File: src/rtl/ctlbus_tx_pkg.sv
package ctlbus_tx_pkg;

    typedef enum logic [2:0] {
        ST_IDLE,
        ST_SETUP,
        ST_CLK_LO,
        ST_CLK_HI,
        ST_FINISH
    } tx_state_e;

endpackage

File: src/rtl/ctlbus_tx_timer.sv
// Down-counter that measures one timed bus phase.
module ctlbus_tx_timer #(
    parameter int W = 6
) (
    input  logic         clk,
    input  logic         rst_n,
    input  logic         load,
    input  logic [W-1:0] load_val,
    output logic         expired
);

    logic [W-1:0] cnt;

    always_ff @(posedge clk or negedge rst_n) begin
        if (!rst_n) begin
            cnt <= '0;
        end else if (load) begin
            cnt <= load_val;
        end else if (cnt != '0) begin
            cnt <= cnt - W'(1);
        end
    end

    assign expired = (cnt == '0);

endmodule

File: src/rtl/ctlbus_tx_shifter.sv
// Captures the byte and mode bit, then presents bits lowest first.
module ctlbus_tx_shifter #(
    parameter int NBITS = 8
) (
    input  logic             clk,
    input  logic             rst_n,
    input  logic             capture,
    input  logic [NBITS-1:0] byte_in,
    input  logic             mode_in,
    input  logic             step,
    output logic             cur_bit,
    output logic             mode_q,
    output logic             last_bit
);

    localparam int IW = (NBITS > 1) ? $clog2(NBITS) : 1;

    logic [NBITS-1:0] sh;
    logic [IW-1:0]    idx;

    always_ff @(posedge clk or negedge rst_n) begin
        if (!rst_n) begin
            sh     <= '0;
            idx    <= '0;
            mode_q <= 1'b1;
        end else if (capture) begin
            sh     <= byte_in;
            idx    <= '0;
            mode_q <= mode_in;
        end else if (step) begin
            sh     <= sh >> 1;
            idx    <= idx + IW'(1);
        end
    end

    assign cur_bit  = sh[0];
    assign last_bit = (idx == IW'(NBITS - 1));

endmodule

File: src/rtl/ctlbus_tx_fsm.sv
// Phase sequencer and bus level decode.
module ctlbus_tx_fsm
    import ctlbus_tx_pkg::*;
(
    input  logic clk,
    input  logic rst_n,
    input  logic start,
    input  logic tmr_expired,
    input  logic last_bit,
    input  logic cur_bit,
    input  logic mode_q,
    output logic tmr_load,
    output logic tmr_sel_setup,
    output logic capture,
    output logic step,
    output logic busy,
    output logic done,
    output logic bus_mode,
    output logic bus_clk,
    output logic bus_dat
);

    tx_state_e state, state_nxt;

    // State register
    always_ff @(posedge clk or negedge rst_n) begin
        if (!rst_n) begin
            state <= ST_IDLE;
        end else begin
            state <= state_nxt;
        end
    end

    // Transitions and control strobes
    always_comb begin
        state_nxt     = state;
        tmr_load      = 1'b0;
        tmr_sel_setup = 1'b0;
        capture       = 1'b0;
        step          = 1'b0;
        unique case (state)
            ST_IDLE: begin
                if (start) begin
                    state_nxt     = ST_SETUP;
                    capture       = 1'b1;
                    tmr_load      = 1'b1;
                    tmr_sel_setup = 1'b1;
                end
            end
            ST_SETUP: begin
                if (tmr_expired) begin
                    state_nxt = ST_CLK_LO;
                    tmr_load  = 1'b1;
                end
            end
            ST_CLK_LO: begin
                if (tmr_expired) begin
                    state_nxt = ST_CLK_HI;
                    tmr_load  = 1'b1;
                end
            end
            ST_CLK_HI: begin
                if (tmr_expired) begin
                    if (last_bit) begin
                        state_nxt = ST_FINISH;
                    end else begin
                        state_nxt = ST_CLK_LO;
                        tmr_load  = 1'b1;
                        step      = 1'b1;
                    end
                end
            end
            ST_FINISH: begin
                state_nxt = ST_IDLE;
            end
            default: begin
                state_nxt = ST_IDLE;
            end
        endcase
    end

    // Output decode
    always_comb begin
        busy     = 1'b1;
        done     = 1'b0;
        bus_mode = 1'b1;
        bus_clk  = 1'b1;
        bus_dat  = 1'b0;
        unique case (state)
            ST_IDLE: begin
                busy = 1'b0;
            end
            ST_SETUP: begin
                bus_mode = mode_q;
            end
            ST_CLK_LO: begin
                bus_mode = mode_q;
                bus_clk  = 1'b0;
                bus_dat  = cur_bit;
            end
            ST_CLK_HI: begin
                bus_mode = mode_q;
                bus_dat  = cur_bit;
            end
            ST_FINISH: begin
                done = 1'b1;
            end
            default: begin
                busy = 1'b0;
            end
        endcase
    end

endmodule

File: src/rtl/ctlbus_byte_tx.sv
module ctlbus_byte_tx #(
    parameter int SETUP_CYCLES = 48,
    parameter int HALF_CYCLES  = 4,
    parameter int DATA_W       = 8
) (
    input  logic              clk,
    input  logic              rst_n,
    input  logic              start_i,
    input  logic              mode_i,
    input  logic [DATA_W-1:0] byte_i,
    output logic              busy_o,
    output logic              done_o,
    output logic              bus_mode_o,
    output logic              bus_clk_o,
    output logic              bus_dat_o
);

    localparam int LONGEST = (SETUP_CYCLES > HALF_CYCLES) ? SETUP_CYCLES : HALF_CYCLES;
    localparam int CNT_W   = $clog2(LONGEST + 1);
    localparam logic [CNT_W-1:0] SETUP_LOAD = CNT_W'(SETUP_CYCLES - 1);
    localparam logic [CNT_W-1:0] HALF_LOAD  = CNT_W'(HALF_CYCLES - 1);

    logic tmr_load, tmr_sel_setup, tmr_expired;
    logic capture, step, cur_bit, mode_q, last_bit;

    ctlbus_tx_timer #(.W(CNT_W)) u_timer (
        .clk      (clk),
        .rst_n    (rst_n),
        .load     (tmr_load),
        .load_val (tmr_sel_setup ? SETUP_LOAD : HALF_LOAD),
        .expired  (tmr_expired)
    );

    ctlbus_tx_shifter #(.NBITS(DATA_W)) u_shift (
        .clk      (clk),
        .rst_n    (rst_n),
        .capture  (capture),
        .byte_in  (byte_i),
        .mode_in  (mode_i),
        .step     (step),
        .cur_bit  (cur_bit),
        .mode_q   (mode_q),
        .last_bit (last_bit)
    );

    ctlbus_tx_fsm u_fsm (
        .clk           (clk),
        .rst_n         (rst_n),
        .start         (start_i),
        .tmr_expired   (tmr_expired),
        .last_bit      (last_bit),
        .cur_bit       (cur_bit),
        .mode_q        (mode_q),
        .tmr_load      (tmr_load),
        .tmr_sel_setup (tmr_sel_setup),
        .capture       (capture),
        .step          (step),
        .busy          (busy_o),
        .done          (done_o),
        .bus_mode      (bus_mode_o),
        .bus_clk       (bus_clk_o),
        .bus_dat       (bus_dat_o)
    );

endmodule

File: config.mk
export PLATFORM = sky130hd
export DESIGN_NAME = ctlbus_byte_tx
export DESIGN_NICKNAME = d
export VERILOG_FILES = /design/src/rtl/ctlbus_tx_pkg.sv /design/src/rtl/ctlbus_tx_timer.sv /design/src/rtl/ctlbus_tx_shifter.sv /design/src/rtl/ctlbus_tx_fsm.sv /design/src/rtl/ctlbus_byte_tx.sv
export SDC_FILE = /design/constraint.sdc
export NUM_CORES = 1
export LEC_CHECK = 0
export ABC_AREA = 0
export BUFFER_PORTS_ARGS = -buffer_cell sky130_fd_sc_hd__buf_2
export CAP_MARGIN = 20
export CELL_PAD_IN_SITES_DETAIL_PLACEMENT = 1
export CELL_PAD_IN_SITES_GLOBAL_PLACEMENT = 1
export CORE_ASPECT_RATIO = 1.4
export CORE_MARGIN = 2
export CORE_UTILIZATION = 38
export CTS_CLUSTER_SIZE = 14
export DETAILED_ROUTE_END_ITERATION = 10
export GPL_ROUTABILITY_DRIVEN = 0
export HOLD_SLACK_MARGIN = 0.06
export MAX_ROUTING_LAYER = met4
export PLACE_DENSITY_LB_ADDON = 0.1
export SYNTH_ARGS = -nofsm -noshare
export SYNTH_HDL_FRONTEND = slang
export SYNTH_SLANG_ARGS = --single-unit
File: constraint.sdc
create_clock -name clk -period 1.85 [get_ports clk]
set_clock_uncertainty 0.2 [all_clocks]
set_input_delay 0.0925 -clock clk [delete_from_list [all_inputs] [get_ports clk]]
set_output_delay 0.0925 -clock clk [all_outputs]
set_load 0.02 [all_outputs]
==> results.md, run 1 <==
* Status: complete, no violations
* Antenna violations before repair at 0
* Cell row count at 23
* I/O pin count at 17
* Layout Nets at 174
* Final slew viol count at 0
* Power Total at 2.020 mW
* CTS Root Buffer Type: clkbuf_8
* Async S/R FF share, synth at 100.0%
* Final HPWL DP at 1827 um
* DRT Wirelength at 2629 um
* WP buf/inv at 2
* Yosys warnings at 0
* Htree depth at 1
* Post-synth design cell area at 1111 sq um
* Core Box Area at 2820 sq um
* CP delay by family, top: simple AND/OR/NAND/NOR gates
* Minimum clock period after layout at 1.845 ns
* Router iterations before antenna repair at 4
* Layout area overhead at 41.55%
* Via count at 960
* Slew @ Worst Pin at 0.4771 ns
* Fmax at 0.5420 GHz
* Top area cells in the synthesized netlist: dfrtp_1 (45%), nand2_1 (6.4%), ha_1 (4.5%)
* Vias in the first global route at 983
* Largest net degree at the start of global routing at 22
* Worst EP arrival at 1.80 ns
* Register area share after synthesis at 47.41%
* GRT overflow at 0
* Cell taking the most area after synthesis: dfrtp_1
* # setup viols final at 0
* Worst EP required at 1.80 ns
* Top post-synthesis cells by count: dfrtp_1 (20), nand2_1 (19), nor2_1 (11), a21oi_1 (6)
* CP Capture Type: flop
* Antenna Nets Post-Route at 0
* Finished Core Util at 55.77%
* IO Port Bufs at 16
* Final routed DRC violation total at 0
* Peak supply drop at 0.6690 mV
* CP max-delay cell: dfrtp_1
* EDFF count, synth at 0
* Gr usage total at 17.22%
* Most frequent cell after synthesis: dfrtp_1
* CTS Buf Count at 3
* Clk sinks at 21
* Max Cap Viol at 0
* Die Y at 67.98 um
* Post-synth top area share at 45.05%
* # fillers at 346
* Initial Util at 39.40%
* Clk buf depth at 2
* Setup tns final at 0 ns
* Setup CP Type: reg -> reg
* Syn_nets at 129
* RSZ-0062 raised after global routing: true
* Endpoints failing hold at 0
* Netlist cell types at 32
* First-pass GRT wire length at 4284 um
* Max_slew headroom at 68.20%
* Vias/cell at 4.948
* Slowest stage delay, CP at 0.40 ns
* DR iter-0 viols at 6
* Startpoint types: flop
* WL/cell at 13.55 um
* Register bit total from synthesis at 21
* Max FO, Critical Path at 6
* R2R setup slack at 0.005 ns
* Synth Instances at 113
* Final period utilization at 99.74%
* Mean post-synth cell area at 9.832 sq um
* Power density over the cells at 1285 nW/um^2
* HP Class: in -> async
* Leakage at 0.7068 nW
* Critical Path, Cell by Cell: inv_2 > ha_4 > nor2b_4 > and4b_2 > buf_12 > nor2_2 > mux2_4
* Die area at 3379 sq um
* Share of layout cells above drive strength 1 at 36.31%
* Synth Flop Type: dfrtp_1
* Worst-Skew Late Latency at 0.26 ns
* ANT cells at 0
* Die W at 49.70 um
* Clock transition at path regs at 0.08 ns
* CTS tree: built
==> worst paths after layout <==
kind,startpoint,end,depth (start not counted)
max in group asynchronous,rst_n,u_shift.mode_q,2
worst min register to register,u_shift.mode_q,u_shift.mode_q,2
worst max-delay path,u_timer.cnt[1],u_shift.idx[0],7
worst max register to register,u_timer.cnt[1],u_shift.idx[0],7
min in group clk,u_shift.mode_q,u_shift.mode_q,2
worst min-delay path,rst_n,u_timer.cnt[2],2
==> timing repair <==
action	CTS	global route
resized for setup	2	12
setup buffers	3	4
gates cloned	0	1
hold buffers	11	0
endpoints found under the setup margin	5	12
pin swaps	0	7
endpoints found under the hold margin	31	0
==> flip-flops by register name, summed over array words and instances, names as in the netlist <==
name / count
u_shift.mode_q: 1
u_shift.idx: 3
u_fsm.state: 3
u_shift.sh: 8
u_timer.cnt: 6
==> per-layer routing <==
metal	up-vias	global-route usage (%)	routed length, um
met5	-	-	0
met4	0	7.292	42
met3	4	1.965	39
met2	9	32.67	1484
met1	474	18.03	1062
li1	473	-	-
==> through the flow <==
step | setup WS [ns] | area, sq um | hold slack, ns | std cells
after global routing | -0.05246 | 1573 | 0.1487 | 194
after global placement | 0.005394 | 1286 | -0.1179 | 171
final | 0.004879 | 1573 | 0.1066 | 194
after detailed placement | -0.02071 | 1286 | -0.1133 | 171
after floorplan | 0.07725 | 1111 | -0.4031 | 113
after CTS | 0.003353 | 1470 | 0.1293 | 189
==> cell type report <==
class                   instances  area, sq um  share of cell area (%)
clock buffers                   3        41.29                   2.625
clock inverters                 1        5.005                  0.3182
inverters                       3        11.26                  0.7160
multi-input cells              83        579.3                   36.83
flip-flops and latches         21        526.8                   33.49
well taps                      37        46.29                   2.944
repair buffers                 46        362.8                   23.07
==> report_power, final <==
part,switching [mW],internal [mW]
clock network,0.157,0.150
registers,0.177,0.671
logic,0.392,0.473
total,0.726,1.29
==> placed cells by master, fill, tap and decap left out, types with 4 or more instances in the layout <==
cell           synthesis  routed
dfrtp_1               20      20
nand2_1               19      19
buf_4                  0      17
buf_2                  1      16
nor2_1                11      11
dlygate4sd3_1          0      11
a21oi_1                6       5
o21ai_0                5       5
mux2i_1                5       4
==> cell families (layout without fill, tap and decap cells) <==
family	Yosys count	count (layout)	synth area share, %
and+or+nand+nor	52	52	25.34
DFF	21	21	47.41
AOI/OAI and AO/OA	18	18	9.347
buffers and inverters	9	53	5.180
muxes	6	6	5.856
adders and majority gates	4	4	4.505
xor gates and xnor gates	3	3	2.365
==> worst register-to-register path, stage by stage, from the launching register on <==
cell and delay, ns:
dfrtp_1 0.40, inv_2 0.09, ha_4 0.14, nor2b_4 0.15, and4b_2 0.31, buf_12 0.14
nor2_2 0.04, mux2_4 0.26
(Power assumes the default switching activity.)
==> run 2: changes to the inputs <==
--- a/config.mk
+++ b/config.mk
@@ -18,7 +18,7 @@
 export GPL_ROUTABILITY_DRIVEN = 0
 export HOLD_SLACK_MARGIN = 0.06
 export MAX_ROUTING_LAYER = met4
-export PLACE_DENSITY_LB_ADDON = 0.1
+export PLACE_DENSITY = 0.84
 export SYNTH_ARGS = -nofsm -noshare
 export SYNTH_HDL_FRONTEND = slang
 export SYNTH_SLANG_ARGS = --single-unit
==> results.md, run 2 (same netlist as run 1, synthesis figures left out) <==
* Fin area at 1543 sq um
* Power density over the cells at 1285 nW/um^2
* Worst EP arrival at 1.84 ns
* Layout area overhead at 38.85%
* Antenna violations before repair at 0
* Clk buf depth at 2
* Largest net degree at the start of global routing at 22
* Via count at 974
* Largest register FFs at 8
* Vias in the first global route at 1004
* Fmax at 0.5268 GHz
* Worst-Skew Late Latency at 0.27 ns
* WL/cell at 16.25 um
* IO Port Bufs at 16
* Max_slew headroom at 67.69%
* RSZ-0062 raised after global routing: true
* Layout Nets at 171
* R2R setup slack at -0.05 ns
* Flop pwr share at 43.8%
* CTS Buf Count at 3
* Startpoint types: flop
* # setup viols final at 3
* Most frequent cells in the layout: dfrtp_1 (20), nand2_1 (19), buf_2 (16), buf_4 (13)
* Status: complete, but fails checks
* Vias/cell at 5.099
* Endpoints failing hold at 0
* Peak supply drop at 0.5544 mV
* Final HPWL DP at 1868 um
* Psw at 0.7505 mW
* Antenna Nets Post-Route at 0
* Setup CP Type: reg -> reg
* Register bank with the most flops: u_shift.sh
* Max FO, Critical Path at 5
* Die area at 3379 sq um
* Minimum clock period after layout at 1.898 ns
* HP Class: in -> async
* CTS tree: built
* Htree depth at 1
* Clock network power share at 16.0%
* Final period utilization at 102.6%
* Violations in the final reports: negative setup slack
* Commonest non-fill, non-tap cell in the layout: dfrtp_1
* Combinational fraction of design power at 40.3%
* Power Total at 1.982 mW
* First-pass GRT wire length at 4795 um
* Top Registers: u_shift.sh: 8 flops, u_timer.cnt: 6 flops
* DR iter-0 viols at 13
* Die Y at 67.98 um
* Share of layout cells above drive strength 1 at 33.77%
* Core Box Area at 2820 sq um
* DRT Wirelength at 3103 um
* Worst EP required at 1.80 ns
* Sw Ratio at 37.87%
* CTS Root Buffer Type: clkbuf_8
* Initial Util at 39.40%
* Final routed DRC violation total at 0
* Pint at 1.231 mW
* Die W at 49.70 um
* Clock transition at path regs at 0.08 ns
* CP Capture Type: flop
* ANT cells at 0
* Max Cap Viol at 0
* Clk sinks at 21
* Gr usage total at 20.24%
* Setup slack after layout at -0.04831 ns
* Router iterations before antenna repair at 5
* DP Area at 1286 sq um
* Cell row count at 23
* Final slew viol count at 0
* I/O pin count at 17
* Leakage at 0.6891 nW
* GRT overflow at 0
* Slew @ Worst Pin at 0.4847 ns
==> run 2: final cells by class <==
type,count,area (sq um)
multi-input combinational,83,565.5
tap,37,46.29
sequential,21,526.8
timing repair buffer,43,347.8
inverter,3,11.26
fill,322,1277
clock buffer,4,45.04
==> run 2: final timing paths <==
path	start	end	cells past startpoint
max in group asynchronous	rst_n	u_shift.mode_q	2
min in group clk	u_shift.mode_q	u_shift.mode_q	2
setup / recovery	u_shift.idx[1]	u_shift.sh[3]	6
hold / removal	rst_n	u_fsm.state[0]	2
setup reg to reg	u_shift.idx[1]	u_shift.sh[3]	6
hold reg to reg	u_shift.mode_q	u_shift.mode_q	2
==> run 2: critical path, stage by stage (launching register included) <==
cell	delay [ns]
dfrtp_1	0.41
ha_2	0.20
ha_4	0.16
and4b_2	0.35
buf_12	0.14
mux2i_1	0.22
a21oi_1	0.11
==> run 2: power by group through the flow <==
stage | Clock [mW] | Sequential (mW) | Combinational (mW)
after floorplan | 0 | 0.798 | 0.476
after global placement | 0 | 0.826 | 0.655
after detailed placement | 0 | 0.843 | 0.705
after CTS | 0.321 | 0.835 | 0.733
after global routing | 0.336 | 0.893 | 0.893
final | 0.317 | 0.867 | 0.798
==> run 2: what timing repair did <==
item,CTS,global route
cloned,0,1
hold buffers,11,0
resized for setup,2,13
setup buffers,2,2
endpoints found under the setup margin,6,12
hold endpoints to repair,31,0
pin swaps,0,2
==> run 2: per-layer routing <==
metal / vias to the layer above / GRT usage (%) / part of all wire [%]
met1: 486 / 21.96 / 41
met3: 6 / 2.183 / 2.1
met2: 15 / 36.17 / 54
met4: 0 / 11.46 / 2.2
li1: 467 / - / -
met5: - / - / 0
==> run 2: per-stage QoR <==
stage | setup slack (ns) | instances | utilization (%) | hold slack, ns | TNS [ns]
5_1_grt | -0.09766 | 191 | 54.70 | 0.1666 | -0.3524
3_3_place_gp | 0.03134 | 171 | 45.61 | -0.1296 | 0
3_5_place_dp | -0.03239 | 171 | 45.61 | -0.1095 | -0.06119
6_report | -0.04831 | 191 | 54.70 | 0.1110 | -0.09633
4_1_cts | -0.007790 | 188 | 51.77 | 0.1309 | -0.007790
2_1_floorplan | 0.07725 | 113 | - | -0.4031 | 0
==> run 3: changes to the inputs <==
--- a/config.mk
+++ b/config.mk
@@ -12,13 +12,13 @@
 export CELL_PAD_IN_SITES_GLOBAL_PLACEMENT = 1
 export CORE_ASPECT_RATIO = 1.4
 export CORE_MARGIN = 2
-export CORE_UTILIZATION = 38
+export CORE_UTILIZATION = 35
 export CTS_CLUSTER_SIZE = 14
 export DETAILED_ROUTE_END_ITERATION = 10
 export GPL_ROUTABILITY_DRIVEN = 0
 export HOLD_SLACK_MARGIN = 0.06
 export MAX_ROUTING_LAYER = met4
-export PLACE_DENSITY = 0.84
+export PLACE_DENSITY = 0.79
 export SYNTH_ARGS = -nofsm -noshare
 export SYNTH_HDL_FRONTEND = slang
 export SYNTH_SLANG_ARGS = --single-unit
==> results.md, run 3 (same netlist as run 1, synthesis figures left out) <==
* Layout Nets at 170
* Endpoints failing hold at 0
* CTS Buf Count at 3
* Leakage at 0.6738 nW
* Setup tns final at 0 ns
* Most frequent cells in the layout: dfrtp_1 (20), nand2_1 (19), buf_2 (16), buf_4 (14)
* HP Class: in -> async
* Status: complete, no violations
* Startpoint types: flop
* Antenna Nets Post-Route at 0
* Max_slew headroom at 67.77%
* Core Box Area at 3063 sq um
* Commonest non-fill, non-tap cell in the layout: dfrtp_1
* Slew @ Worst Pin at 0.4835 ns
* CP max-delay cell: dfrtp_1
* Slowest stage delay, CP at 0.41 ns
* Final period utilization at 97.07%
* Vias in the first global route at 1098
* Cell row count at 24
* Power density over the cells at 1313 nW/um^2
* Via count at 977
* Final slew viol count at 0
* IO Port Bufs at 16
* Top Registers: u_shift.sh: 8 flops, u_timer.cnt: 6 flops
* Crit Reg-Reg Endpoint: u_shift.sh[2]
* Gr usage total at 17.74%
* DR iter-0 viols at 16
* CP delay by family, top: flip-flops
* DP Area at 1299 sq um
* WP buf/inv at 0
* GRT overflow at 0
* Worst EP required at 1.78 ns
* Final routed DRC violation total at 0
* Fin area at 1504 sq um
* Largest net degree at the start of global routing at 22
* Clk sinks at 21
* Critical Path, Cell by Cell: ha_2 > ha_4 > and4b_4 > mux2i_1 > a21oi_1
* Met3 Use GR at 2.110%
* CTS Root Buffer Type: clkbuf_8
* Setup CP Type: reg -> reg
* Largest register FFs at 8
* Router iterations before antenna repair at 4
* Register bank with the most flops: u_shift.sh
* Clk buf depth at 2
* FF-to-FF Start: u_shift.idx[1]
* Die area at 3648 sq um
* Layout area overhead at 35.36%
* CTS tree: built
* Reg2Reg Depth at 5
* Die W at 51.62 um
* Antenna violations before repair at 0
* Peak supply drop at 0.8263 mV
* Clock transition at path regs at 0.08 ns
* Grt peak-use layer: met2
* Finished Core Util at 49.10%
* WL/cell at 14.53 um
* Initial Util at 36.27%
* DRT Wirelength at 2790 um
* Final HPWL DP at 1834 um
* RSZ-0062 raised after global routing: true
* Max Cap Viol at 0
* Worst EP arrival at 1.73 ns
* I/O pin count at 17
* ANT cells at 0
* Share of layout cells above drive strength 1 at 31.37%
* # setup viols final at 0
* Setup slack after layout at 0.05425 ns
* Power Total at 1.974 mW
* DP Worst Slack at -0.06953 ns
* First-pass GRT wire length at 4961 um
* Grt met1 use at 20.11%
* Fmax at 0.5569 GHz
* Vias/cell at 5.089
* Grt met2 use at 31.77%
* Die Y at 70.67 um
* Minimum clock period after layout at 1.796 ns
* CP Capture Type: flop
* Worst-Skew Late Latency at 0.26 ns
* R2R setup slack at 0.05 ns
* Htree depth at 1
* Max FO, Critical Path at 8
-- run 3: changes by cell type in the layout (fill, tap and decap cells not counted), sizes merged --
| cell | change |
|---|---|
| clkbuf | -1 |
-- run 3: worst max-delay path by stage --
| stage | from | slack (ns) | to | depth (start not counted) |
|---|---|---|---|---|
| floorplan | u_timer.cnt[0] | 0.08 | u_shift.idx[0] | 7 |
| global placement | u_timer.cnt[0] | -0.05 | u_shift.sh[6] | 7 |
| detailed placement | u_timer.cnt[0] | -0.07 | u_shift.sh[6] | 7 |
| CTS | u_timer.cnt[0] | 0.004 | u_shift.sh[4] | 6 |
| global route | u_shift.idx[1] | -0.008 | u_shift.sh[4] | 5 |
| finish | u_shift.idx[1] | 0.05 | u_shift.sh[2] | 5 |
-- run 3: what timing repair did --
action,4_1_cts,5_1_grt
buffers inserted,0,1
endpoints found under the setup margin,14,14
resized for setup,4,8
hold endpoints to repair,31,0
hold buffers,11,0
pin swaps,0,2
-- run 3: layout make-up --
type | instances | area, sq um
Fill cell | 362 | 1559
Multi-Input combinational cell | 83 | 561.8
Sequential cell | 21 | 526.8
Timing Repair Buffer | 42 | 310.3
Tap cell | 39 | 48.80
Clock buffer | 4 | 45.04
Inverter | 3 | 11.26
-- run 3: layer usage --
| layer | part of all wire, % | wire length, um | up-vias |
|---|---|---|---|
| met4 | 2.0 | 57 | 0 |
| met3 | 1.3 | 37 | 6 |
| met2 | 56 | 1561 | 15 |
| met5 | 0 | 0 | - |
| li1 | - | - | 463 |
| met1 | 41 | 1133 | 493 |
-- run 3: per-stage QoR --
stage,hold slack [ns],std cells
global route,0.1596,192
CTS,0.1289,191
finish,0.1162,192
global placement,-0.1323,176
detailed placement,-0.1223,176
floorplan,-0.4031,113
-- run 3: report_power, final --
part           switching [mW]  internal [mW]  total [mW]
registers               0.156          0.671       0.828
logic                   0.416          0.431       0.847
clock network           0.147          0.153       0.300
total                   0.719           1.26        1.97
